==> config.mk <==
export PLATFORM = sky130hd
export DESIGN_NAME = flash_line_buffer
export DESIGN_NICKNAME = d
export VERILOG_FILES = /design/src/rtl/flb_pkg.sv /design/src/rtl/flb_word_sel.sv /design/src/rtl/flb_line_store.sv /design/src/rtl/flb_fill_ctrl.sv /design/src/rtl/flash_line_buffer.sv
export SDC_FILE = /design/constraint.sdc
export NUM_CORES = 1
export LEC_CHECK = 0
export ABC_AREA = 1
export BUFFER_PORTS_ARGS = -buffer_cell sky130_fd_sc_hd__buf_2
export CORE_MARGIN = 4
export CORE_UTILIZATION = 50
export DETAILED_ROUTE_END_ITERATION = 10
export PLACE_DENSITY = 0.75
export SLEW_MARGIN = 5
export SYNTH_ARGS = -nofsm -noshare
export SYNTH_HDL_FRONTEND = slang
export SYNTH_HIERARCHICAL = 1
export SYNTH_SLANG_ARGS = --single-unit
==> constraint.sdc <==
create_clock -name clk -period 4.9 [get_ports clk]
set_input_delay 0.98 -clock clk [delete_from_list [all_inputs] [get_ports clk]]
set_output_delay 0.98 -clock clk [all_outputs]
set_load 0.05 [all_outputs]
==> src/rtl/flb_pkg.sv <==
package flb_pkg;
  typedef enum logic [1:0] {
    FS_IDLE  = 2'd0,
    FS_ARB   = 2'd1,
    FS_FETCH = 2'd2
  } fill_state_t;
endpackage

==> src/rtl/flb_word_sel.sv <==
module flb_word_sel #(
  parameter int DATA_W = 32,
  parameter int WORDS  = 4,
  localparam int OFF_W  = (WORDS > 1) ? $clog2(WORDS) : 1,
  localparam int PAGE_W = DATA_W * WORDS
) (
  input  logic [PAGE_W-1:0] line,
  input  logic [OFF_W-1:0]  sel,
  output logic [DATA_W-1:0] word
);
  logic [DATA_W-1:0] slots [WORDS];

  for (genvar k = 0; k < WORDS; k++) begin : g_slot
    assign slots[k] = line[k*DATA_W +: DATA_W];
  end

  always_comb begin
    word = slots[0];
    for (int k = 1; k < WORDS; k++) begin
      if (sel == OFF_W'(k)) word = slots[k];
    end
  end
endmodule

==> src/rtl/flb_line_store.sv <==
module flb_line_store #(
  parameter int TAG_W  = 14,
  parameter int PAGE_W = 128
) (
  input  logic              clk,
  input  logic              rst,
  input  logic [TAG_W-1:0]  look_tag,
  input  logic              fill_en,
  input  logic [TAG_W-1:0]  fill_tag,
  input  logic [PAGE_W-1:0] fill_line,
  input  logic              fill_keep,
  input  logic              flush,
  output logic              hit,
  output logic              valid_o,
  output logic [PAGE_W-1:0] line_o
);
  logic              valid_q;
  logic [TAG_W-1:0]  tag_q;
  logic [PAGE_W-1:0] line_q;

  always_ff @(posedge clk) begin
    if (rst)          valid_q <= 1'b0;
    else if (fill_en) valid_q <= fill_keep;
    else if (flush)   valid_q <= 1'b0;
  end

  always_ff @(posedge clk) begin
    if (fill_en) begin
      tag_q  <= fill_tag;
      line_q <= fill_line;
    end
  end

  assign hit     = valid_q && (tag_q == look_tag);
  assign valid_o = valid_q;
  assign line_o  = line_q;
endmodule

==> src/rtl/flb_fill_ctrl.sv <==
module flb_fill_ctrl
  import flb_pkg::*;
#(
  parameter int ADDR_W  = 16,
  parameter int DATA_W  = 32,
  parameter int WORDS   = 4,
  parameter int ARB_CYC = 1,
  localparam int OFF_W  = (WORDS > 1) ? $clog2(WORDS) : 1,
  localparam int TAG_W  = ADDR_W - OFF_W,
  localparam int CNT_W  = (ARB_CYC > 1) ? $clog2(ARB_CYC) : 1
) (
  input  logic              clk,
  input  logic              rst,
  input  logic              m_req,
  input  logic [ADDR_W-1:0] m_addr,
  input  logic              hit,
  input  logic              flush,
  input  logic [DATA_W-1:0] hit_word,
  input  logic [DATA_W-1:0] fill_word,
  input  logic              arr_valid,
  output logic              m_ready,
  output logic [DATA_W-1:0] m_rdata,
  output logic              arr_req,
  output logic [TAG_W-1:0]  arr_page,
  output logic              fill_en,
  output logic              fill_keep,
  output logic [TAG_W-1:0]  fill_tag,
  output logic [OFF_W-1:0]  fill_off,
  output logic              fetching
);
  fill_state_t       state_q;
  logic              ready_q;
  logic [DATA_W-1:0] rdata_q;
  logic              areq_q;
  logic [TAG_W-1:0]  page_q;
  logic [ADDR_W-1:0] addr_q;
  logic [CNT_W-1:0]  cnt_q;
  logic              stale_q;
  logic              accept;
  logic              look_hit;

  assign accept   = m_req && ready_q && (state_q == FS_IDLE);
  assign look_hit = hit && !flush;

  always_ff @(posedge clk) begin
    if (rst) begin
      state_q <= FS_IDLE;
      ready_q <= 1'b1;
      rdata_q <= '0;
      areq_q  <= 1'b0;
      page_q  <= '0;
      addr_q  <= '0;
      cnt_q   <= '0;
      stale_q <= 1'b0;
    end else begin
      areq_q <= 1'b0;
      unique case (state_q)
        FS_IDLE: begin
          if (accept) begin
            if (look_hit) begin
              rdata_q <= hit_word;
            end else begin
              ready_q <= 1'b0;
              addr_q  <= m_addr;
              stale_q <= 1'b0;
              if (ARB_CYC == 0) begin
                state_q <= FS_FETCH;
                areq_q  <= 1'b1;
                page_q  <= m_addr[ADDR_W-1:OFF_W];
              end else begin
                state_q <= FS_ARB;
                cnt_q   <= CNT_W'(ARB_CYC - 1);
              end
            end
          end
        end
        FS_ARB: begin
          if (flush) stale_q <= 1'b1;
          if (cnt_q == '0) begin
            state_q <= FS_FETCH;
            areq_q  <= 1'b1;
            page_q  <= addr_q[ADDR_W-1:OFF_W];
          end else begin
            cnt_q <= cnt_q - 1'b1;
          end
        end
        FS_FETCH: begin
          if (arr_valid) begin
            rdata_q <= fill_word;
            ready_q <= 1'b1;
            stale_q <= 1'b0;
            state_q <= FS_IDLE;
          end else if (flush) begin
            stale_q <= 1'b1;
          end
        end
        default: state_q <= FS_IDLE;
      endcase
    end
  end

  assign fill_en   = (state_q == FS_FETCH) && arr_valid;
  assign fill_keep = !stale_q && !flush;
  assign fill_tag  = addr_q[ADDR_W-1:OFF_W];
  assign fill_off  = addr_q[OFF_W-1:0];
  assign fetching  = (state_q != FS_IDLE);
  assign m_ready   = ready_q;
  assign m_rdata   = rdata_q;
  assign arr_req   = areq_q;
  assign arr_page  = page_q;
endmodule

==> src/rtl/flash_line_buffer.sv <==
module flash_line_buffer #(
  parameter int ADDR_W  = 16,
  parameter int DATA_W  = 32,
  parameter int WORDS   = 4,
  parameter int ARB_CYC = 1,
  localparam int OFF_W  = (WORDS > 1) ? $clog2(WORDS) : 1,
  localparam int TAG_W  = ADDR_W - OFF_W,
  localparam int PAGE_W = DATA_W * WORDS
) (
  input  logic              clk,
  input  logic              rst,
  input  logic              m_req,
  input  logic [ADDR_W-1:0] m_addr,
  output logic              m_ready,
  output logic [DATA_W-1:0] m_rdata,
  input  logic              flush,
  output logic              arr_req,
  output logic [TAG_W-1:0]  arr_page,
  input  logic              arr_valid,
  input  logic [PAGE_W-1:0] arr_line
);
  logic              hit;
  logic              buf_valid;
  logic [PAGE_W-1:0] buf_line;
  logic [DATA_W-1:0] hit_word;
  logic [DATA_W-1:0] fill_word;
  logic              fill_en;
  logic              fill_keep;
  logic [TAG_W-1:0]  fill_tag;
  logic [OFF_W-1:0]  fill_off;
  logic              fetching;

  flb_line_store #(.TAG_W(TAG_W), .PAGE_W(PAGE_W)) u_store (
    .clk       (clk),
    .rst       (rst),
    .look_tag  (m_addr[ADDR_W-1:OFF_W]),
    .fill_en   (fill_en),
    .fill_tag  (fill_tag),
    .fill_line (arr_line),
    .fill_keep (fill_keep),
    .flush     (flush),
    .hit       (hit),
    .valid_o   (buf_valid),
    .line_o    (buf_line)
  );

  flb_word_sel #(.DATA_W(DATA_W), .WORDS(WORDS)) u_hit_sel (
    .line (buf_line),
    .sel  (m_addr[OFF_W-1:0]),
    .word (hit_word)
  );

  flb_word_sel #(.DATA_W(DATA_W), .WORDS(WORDS)) u_fill_sel (
    .line (arr_line),
    .sel  (fill_off),
    .word (fill_word)
  );

  flb_fill_ctrl #(
    .ADDR_W(ADDR_W), .DATA_W(DATA_W), .WORDS(WORDS), .ARB_CYC(ARB_CYC)
  ) u_ctrl (
    .clk       (clk),
    .rst       (rst),
    .m_req     (m_req),
    .m_addr    (m_addr),
    .hit       (hit),
    .flush     (flush),
    .hit_word  (hit_word),
    .fill_word (fill_word),
    .arr_valid (arr_valid),
    .m_ready   (m_ready),
    .m_rdata   (m_rdata),
    .arr_req   (arr_req),
    .arr_page  (arr_page),
    .fill_en   (fill_en),
    .fill_keep (fill_keep),
    .fill_tag  (fill_tag),
    .fill_off  (fill_off),
    .fetching  (fetching)
  );
endmodule

==> flow_summary.ini, run 1 <==
[synth]
async_flop_share_pct = 0
synth-main-ff-cell = edfxtp_1
ys_seq_elements = 210
syn_avg_cell_area_um2 = 7.648
yosys_warnings = 6
synth.area.top_cells = edfxtp_1 (40%), nand2_1 (16%), dfxtp_1 (13%)
ys_seq_area_share_pct = 53.42
syn_area_mm2 = 0.01053
synth_edf_count = 142
synth_top_area_share_pct = 40.49
syn-instance-count = 1377
synth_area_leader_cell = edfxtp_1
synthDistinctLibCells = 23
syn-num-nets = 1532

[finish]
nFillCells = 1863
synthToLayoutAreaGrowth_pct = 16.99
final_layout_size_suffix_gt1_share_pct = 16.61
nets = 1690
final_cell_mix = nand2_1 (443), inv_1 (222), buf_2 (196), nor2_1 (174), nand3_1 (157)
final_common_cell = nand2_1
stdcell_count = 1825
post-route-util_pct = 60.12

[clock_network]
numClockSinks = 210
cts-root-buf = clkbuf_16
htreeDepth = 1
clk_latency_ps = 510
clk_pin_slew_ps = 60
postCtsSetupBuffers = 0
cts_buffers = 24
clockBufferDepth = 3
cts_tree = built
cts_resized = 0
postCtsHoldBufs = 0

[grt]
grt_overflow = 0
grt_max_degree = 85
grt_pass1_vias = 8508
antenna_found_initial = 6
grt_pass1_wl_mm = 43.17
grt_use_total_pct = 22.54

[drt]
wirelength_mm = 27.38
drc = 0
dr.pass1.iters = 5
first_iter_violations = 649
vias = 9043
wl_per_cell_um = 15.00
ant_nets = 0
vias_per_cell = 4.955

[die]
core_mm2 = 0.02049
die_w_um = 153.1
initial_core_util_pct = 51.39
die_h_um = 153.1
num_rows = 52
ios = 197
die-area_mm2 = 0.02345

[outcome]
status = completed

[critical_path]
cp_max_fo = 34
cp_data_required_time_ps = 5330
r2r_setup_slack_ps = 1660
arrival_ps = 3670
critical_path_class = reg -> reg
startpoint_type = register
cp-end-kind = register

[timing]
rsz0062_at_grt = no
max_freq_mhz = 308.5
final.period_utilization_pct = 66.16
hold_viol_final = 0
timing.final.max_slew_violations = 0
finalSetupTns_ps = 0
skew_ps = 13.16
relSlewSlack_pct = 21.14
tightest_slew_ps = 1179
period_needed_ps = 3242
report.final.setup_viol = 0

[power_and_ir_drop]
power.density_mw_per_mm2 = 491.1
power.leakage_nw = 6.350
peakVddDrop_mv = 0.2945
power_mw = 6.051

[placement]
io_buffers = 196
dp_hpwl_mm = 17.25
place_inst = 1779
gp_congestion = 0.7965

[job]
drv_cap = 0

[worst_hold_path]
hold_class = reg -> reg
synthesized netlist by cell type (all sizes together), types with 4 or more instances:
cell	count
nand2	449
or2	4
clkbuf	11
inv	233
a21oi	34
buf	58
nand3	157
dfxtp	68
o21ai	35
nor2	175
edfxtp	142
ha	6
per-stage QoR:
| step | hold WS [ps] | area, um2 | worst slack [ps] |
|---|---|---|---|
| 2_1_floorplan | 425.6 | 10530 | 445.7 |
| 3_3_place_gp | 433.8 | 11510 | 1759 |
| 3_5_place_dp | 438.4 | 11510 | 1702 |
| 4_1_cts | 452.8 | 12320 | 1684 |
| 5_1_grt | 467.7 | 12320 | 1393 |
| 6_report | 451.7 | 12320 | 1658 |
sequential cells by signal (all words and copies together) (netlist names):
register and flops:
u_ctrl/addr_q 16, u_ctrl/arr_page 14, u_ctrl/arr_req 1, u_ctrl/m_rdata 32, u_ctrl/m_ready 1, u_ctrl/stale_q 1
u_ctrl/state_q 2, u_store/line_o 128, u_store/tag_q 14, u_store/valid_o 1
worst paths after layout:
kind	startpoint	to	cells past startpoint
setup reg to reg	u_ctrl/addr_q[1]$_SDFFE_PP0P_	u_ctrl/m_rdata[1]$_SDFFE_PP0P_	12
hold / removal	u_ctrl/addr_q[11]$_SDFFE_PP0P_	u_store/tag_q[9]$_DFFE_PP_	0
hold reg to reg	u_ctrl/addr_q[11]$_SDFFE_PP0P_	u_store/tag_q[9]$_DFFE_PP_	0
setup / recovery	u_ctrl/addr_q[1]$_SDFFE_PP0P_	u_ctrl/m_rdata[1]$_SDFFE_PP0P_	12
cell type report:
| cell class | instances | area [um2] | share of cell area (%) |
|---|---|---|---|
| Inverter | 233 | 879.6 | 7.139 |
| Timing Repair Buffer | 201 | 1031 | 8.368 |
| Antenna cell | 2 | 5.005 | 0.04062 |
| Clock buffer | 34 | 709.4 | 5.758 |
| Clock inverter | 10 | 96.34 | 0.7820 |
| Tap cell | 270 | 337.8 | 2.742 |
| Sequential cell | 210 | 5627 | 45.67 |
| Multi-Input combinational cell | 865 | 3635 | 29.50 |
critical path, stage by stage, from the launching register on:
cell     delay (ps)
dfxtp_2         920
inv_2           120
nand2_2         710
inv_2           580
nand2_1         200
nand3_1         100
nand2_1          70
nand2_1          60
inv_1            70
nor2_1           40
nand3_1          70
nand2_1          80
nor2_1          130
where the power goes:
group	switching [mW]	internal, mW
logic	1.39	0.496
registers	0.156	2.20
clock network	0.695	1.11
logic make-up after synthesis:
family / count (synthesis) / share of synthesized area [%]
buffers and inverters: 302 / 12.09
xor gates and xnor gates: 2 / 0.1664
and+or+nand+nor: 788 / 30.33
adders and majority gates: 6 / 0.7128
DFF: 210 / 53.42
AOI/OAI and AO/OA: 69 / 3.279
metal layers:
metal / part of all wire, % / GRT usage, %
met1: 44 / 30.41
met2: 46 / 37.68
met5: 0.13 / 0
met4: 1.7 / 5.134
met3: 8.5 / 4.693
(Power assumes the default switching activity.)
==> run 2: changes to the inputs <==
--- a/config.mk
+++ b/config.mk
@@ -5,12 +5,12 @@
 export SDC_FILE = /design/constraint.sdc
 export NUM_CORES = 1
 export LEC_CHECK = 0
-export ABC_AREA = 1
+export ABC_AREA = 0
 export BUFFER_PORTS_ARGS = -buffer_cell sky130_fd_sc_hd__buf_2
 export CORE_MARGIN = 4
 export CORE_UTILIZATION = 50
 export DETAILED_ROUTE_END_ITERATION = 10
-export PLACE_DENSITY = 0.75
+export PLACE_DENSITY = 0.76
 export SLEW_MARGIN = 5
 export SYNTH_ARGS = -nofsm -noshare
 export SYNTH_HDL_FRONTEND = slang
==> constraint.sdc (replaced) <==
create_clock -name clk -period 3.2 [get_ports clk]
set_input_delay 0.64 -clock clk [delete_from_list [all_inputs] [get_ports clk]]
set_output_delay 0.64 -clock clk [all_outputs]
set_load 0.05 [all_outputs]
==> run 2 against run 1 <==
Combinational power shrank 19%. Power rose by 22%. Synthesized cell count is 58% lower. Clock power up 44%. Largest power group unchanged.
==> flow_summary.ini, run 2 <==
[drt]
ant_nets = 0
highest_layer = met4
wl_met3_mm = 1.306
vias = 5837
vias_per_cell = 5.640
drc = 0
first_iter_violations = 349
met2_length_mm = 11.14
dr.pass1.iters = 5
wl_per_cell_um = 20.76
wirelength_mm = 21.48
wl_met1_mm = 8.451

[timing]
finalSetupTns_ps = 0
final.period_utilization_pct = 74.91
relSlewSlack_pct = 44.13
timing.final.max_slew_violations = 0
setup_ws_ps = 802.8
hold_viol_final = 0
tightest_slew_ps = 838.0
max_freq_mhz = 417.2
skew_ps = 10.40
rsz0062_at_grt = no
period_needed_ps = 2397
report.final.setup_viol = 0

[finish]
nets = 938
final_cell_mix = buf_2 (195), edfxtp_1 (142), dfxtp_1 (66), mux4_2 (60)
nFillCells = 1397
final_layout_size_suffix_gt1_share_pct = 44.31
largest_register_ff_count = 128
synthToLayoutAreaGrowth_pct = 20.75
final_common_cell = buf_2
post-route-util_pct = 61.24

[grt]
grt_max_degree = 83
grt_pass1_vias = 6319
grt_overflow = 0
antenna_found_initial = 2
grt_pass1_wl_mm = 33.87
grt_use_total_pct = 19.93

[critical_path]
cp_max_fo = 22
slowest_delay_ps = 400
startpoint_type = register
cp-end-kind = register
r2r_cells = 7
cp_cell_sequence = xnor2_1, nand4_1, nor4_2, nand3b_1, a221o_2, buf_4, mux2_4
arrival_ps = 2780
cp_data_required_time_ps = 3580
critical_path_class = reg -> reg
slowest_stage = nor4_2

[synth]
yosys-top-cells-count = edfxtp_1 (142), dfxtp_1 (68), mux4_2 (60)
synth.area.top_cells = edfxtp_1 (45%), dfxtp_1 (14%), mux4_2 (14%)
syn-instance-count = 581
synth_edf_count = 142
yosys_warnings = 6
ys_seq_elements = 210
syn-num-nets = 736
synth_area_leader_cell = edfxtp_1
ys_seq_area_share_pct = 59.49
yosysMostFrequentCell = edfxtp_1
synth-main-ff-cell = edfxtp_1
syn_avg_cell_area_um2 = 16.27
synth_top_area_share_pct = 45.10
syn_area_mm2 = 0.009455
async_flop_share_pct = 0
synthDistinctLibCells = 37

[die]
ios = 197
die_h_um = 145.5
die-area_mm2 = 0.02117
die_w_um = 145.5
num_rows = 50
initial_core_util_pct = 50.72
core_mm2 = 0.01864

[worst_hold_path]
whs_path_depth = 1
hold_class = in -> reg

[job]
drv_cap = 0

[clock_network]
cts_buffers = 22
postCtsHoldBufs = 0
htreeDepth = 1
clk_pin_slew_ps = 60
cts-root-buf = clkbuf_16
clk_latency_ps = 490
clockBufferDepth = 3
postCtsSetupBuffers = 0
cts_tree = built
numClockSinks = 210
cts_resized = 0

[power_and_ir_drop]
power.leakage_nw = 4.377
power.density_mw_per_mm2 = 649.0
peakVddDrop_mv = 0.4112

[outcome]
status = completed

[placement]
dp_hpwl_mm = 14.87
io_buffers = 196
gp_congestion = 0.8373
dp_slack_ps = 427.5
[run 2: per-stage QoR]
stage                     area, um2  total power, mW  hold WS (ps)  cells
after detailed placement      10670            4.873         448.0    993
final                         11420            7.409         332.0   1035
after global placement        10670            4.811         438.7    993
after global routing          11420            7.719         307.8   1035
after CTS                     11410            7.483         313.0   1033
after floorplan                9458            4.432         429.9    581
[run 2: routing by layer]
layer  vias up  global-route usage [%]
li1       2666                       -
met1      2903                   24.37
met2       215                   35.59
met3        53                   3.924
met4         0                   6.695
met5         -                       0
[run 2: power breakdown]
part           internal (mW)  switching [mW]  total, mW
clock                   1.61           0.993       2.60
sequential              3.17           0.109       3.28
combinational          0.659           0.871       1.53
total                   5.44            1.97       7.41
[run 2: worst max-delay path: cells and delay by family, from the launching register on]
kind,cells,cell delay (ps)
flip-flops,1,390
AO/OA/AOI/OAI,1,370
AND/OR/NAND/NOR,3,730
buffers and inverters,1,270
multiplexers,1,350
XOR/XNOR,1,140
[run 2: cells by family after synthesis]
| group | synth area share, % |
|---|---|
| simple gates | 6.616 |
| compound gates | 2.779 |
| mux | 25.49 |
| xor+xnor | 1.297 |
| flops | 59.49 |
| buf+inv | 3.533 |
| fa+ha+maj | 0.7939 |
[run 2: worst paths after layout]
check,from,end,slack (ps)
hold reg to reg,u_ctrl/addr_q[12]$_SDFFE_PP0P_,u_store/tag_q[10]$_DFFE_PP_,460
setup reg to reg,u_store/tag_q[10]$_DFFE_PP_,u_ctrl/m_rdata[13]$_SDFFE_PP0P_,800
setup / recovery,u_store/tag_q[10]$_DFFE_PP_,u_ctrl/m_rdata[13]$_SDFFE_PP0P_,800
hold / removal,arr_line[45],u_store/line_o[45]$_DFFE_PP_,330
[run 2: area by class of cell]
class	count	area [um2]	area share [%]
diodes	2	5.005	0.04384
repair buffers	222	1229	10.76
clock inverters	8	116.4	1.019
clock buffers	32	629.4	5.512
inverters	4	15.01	0.1315
flip-flops and latches	210	5628	49.29
well taps	234	292.8	2.564
multi-input cells	323	3502	30.67
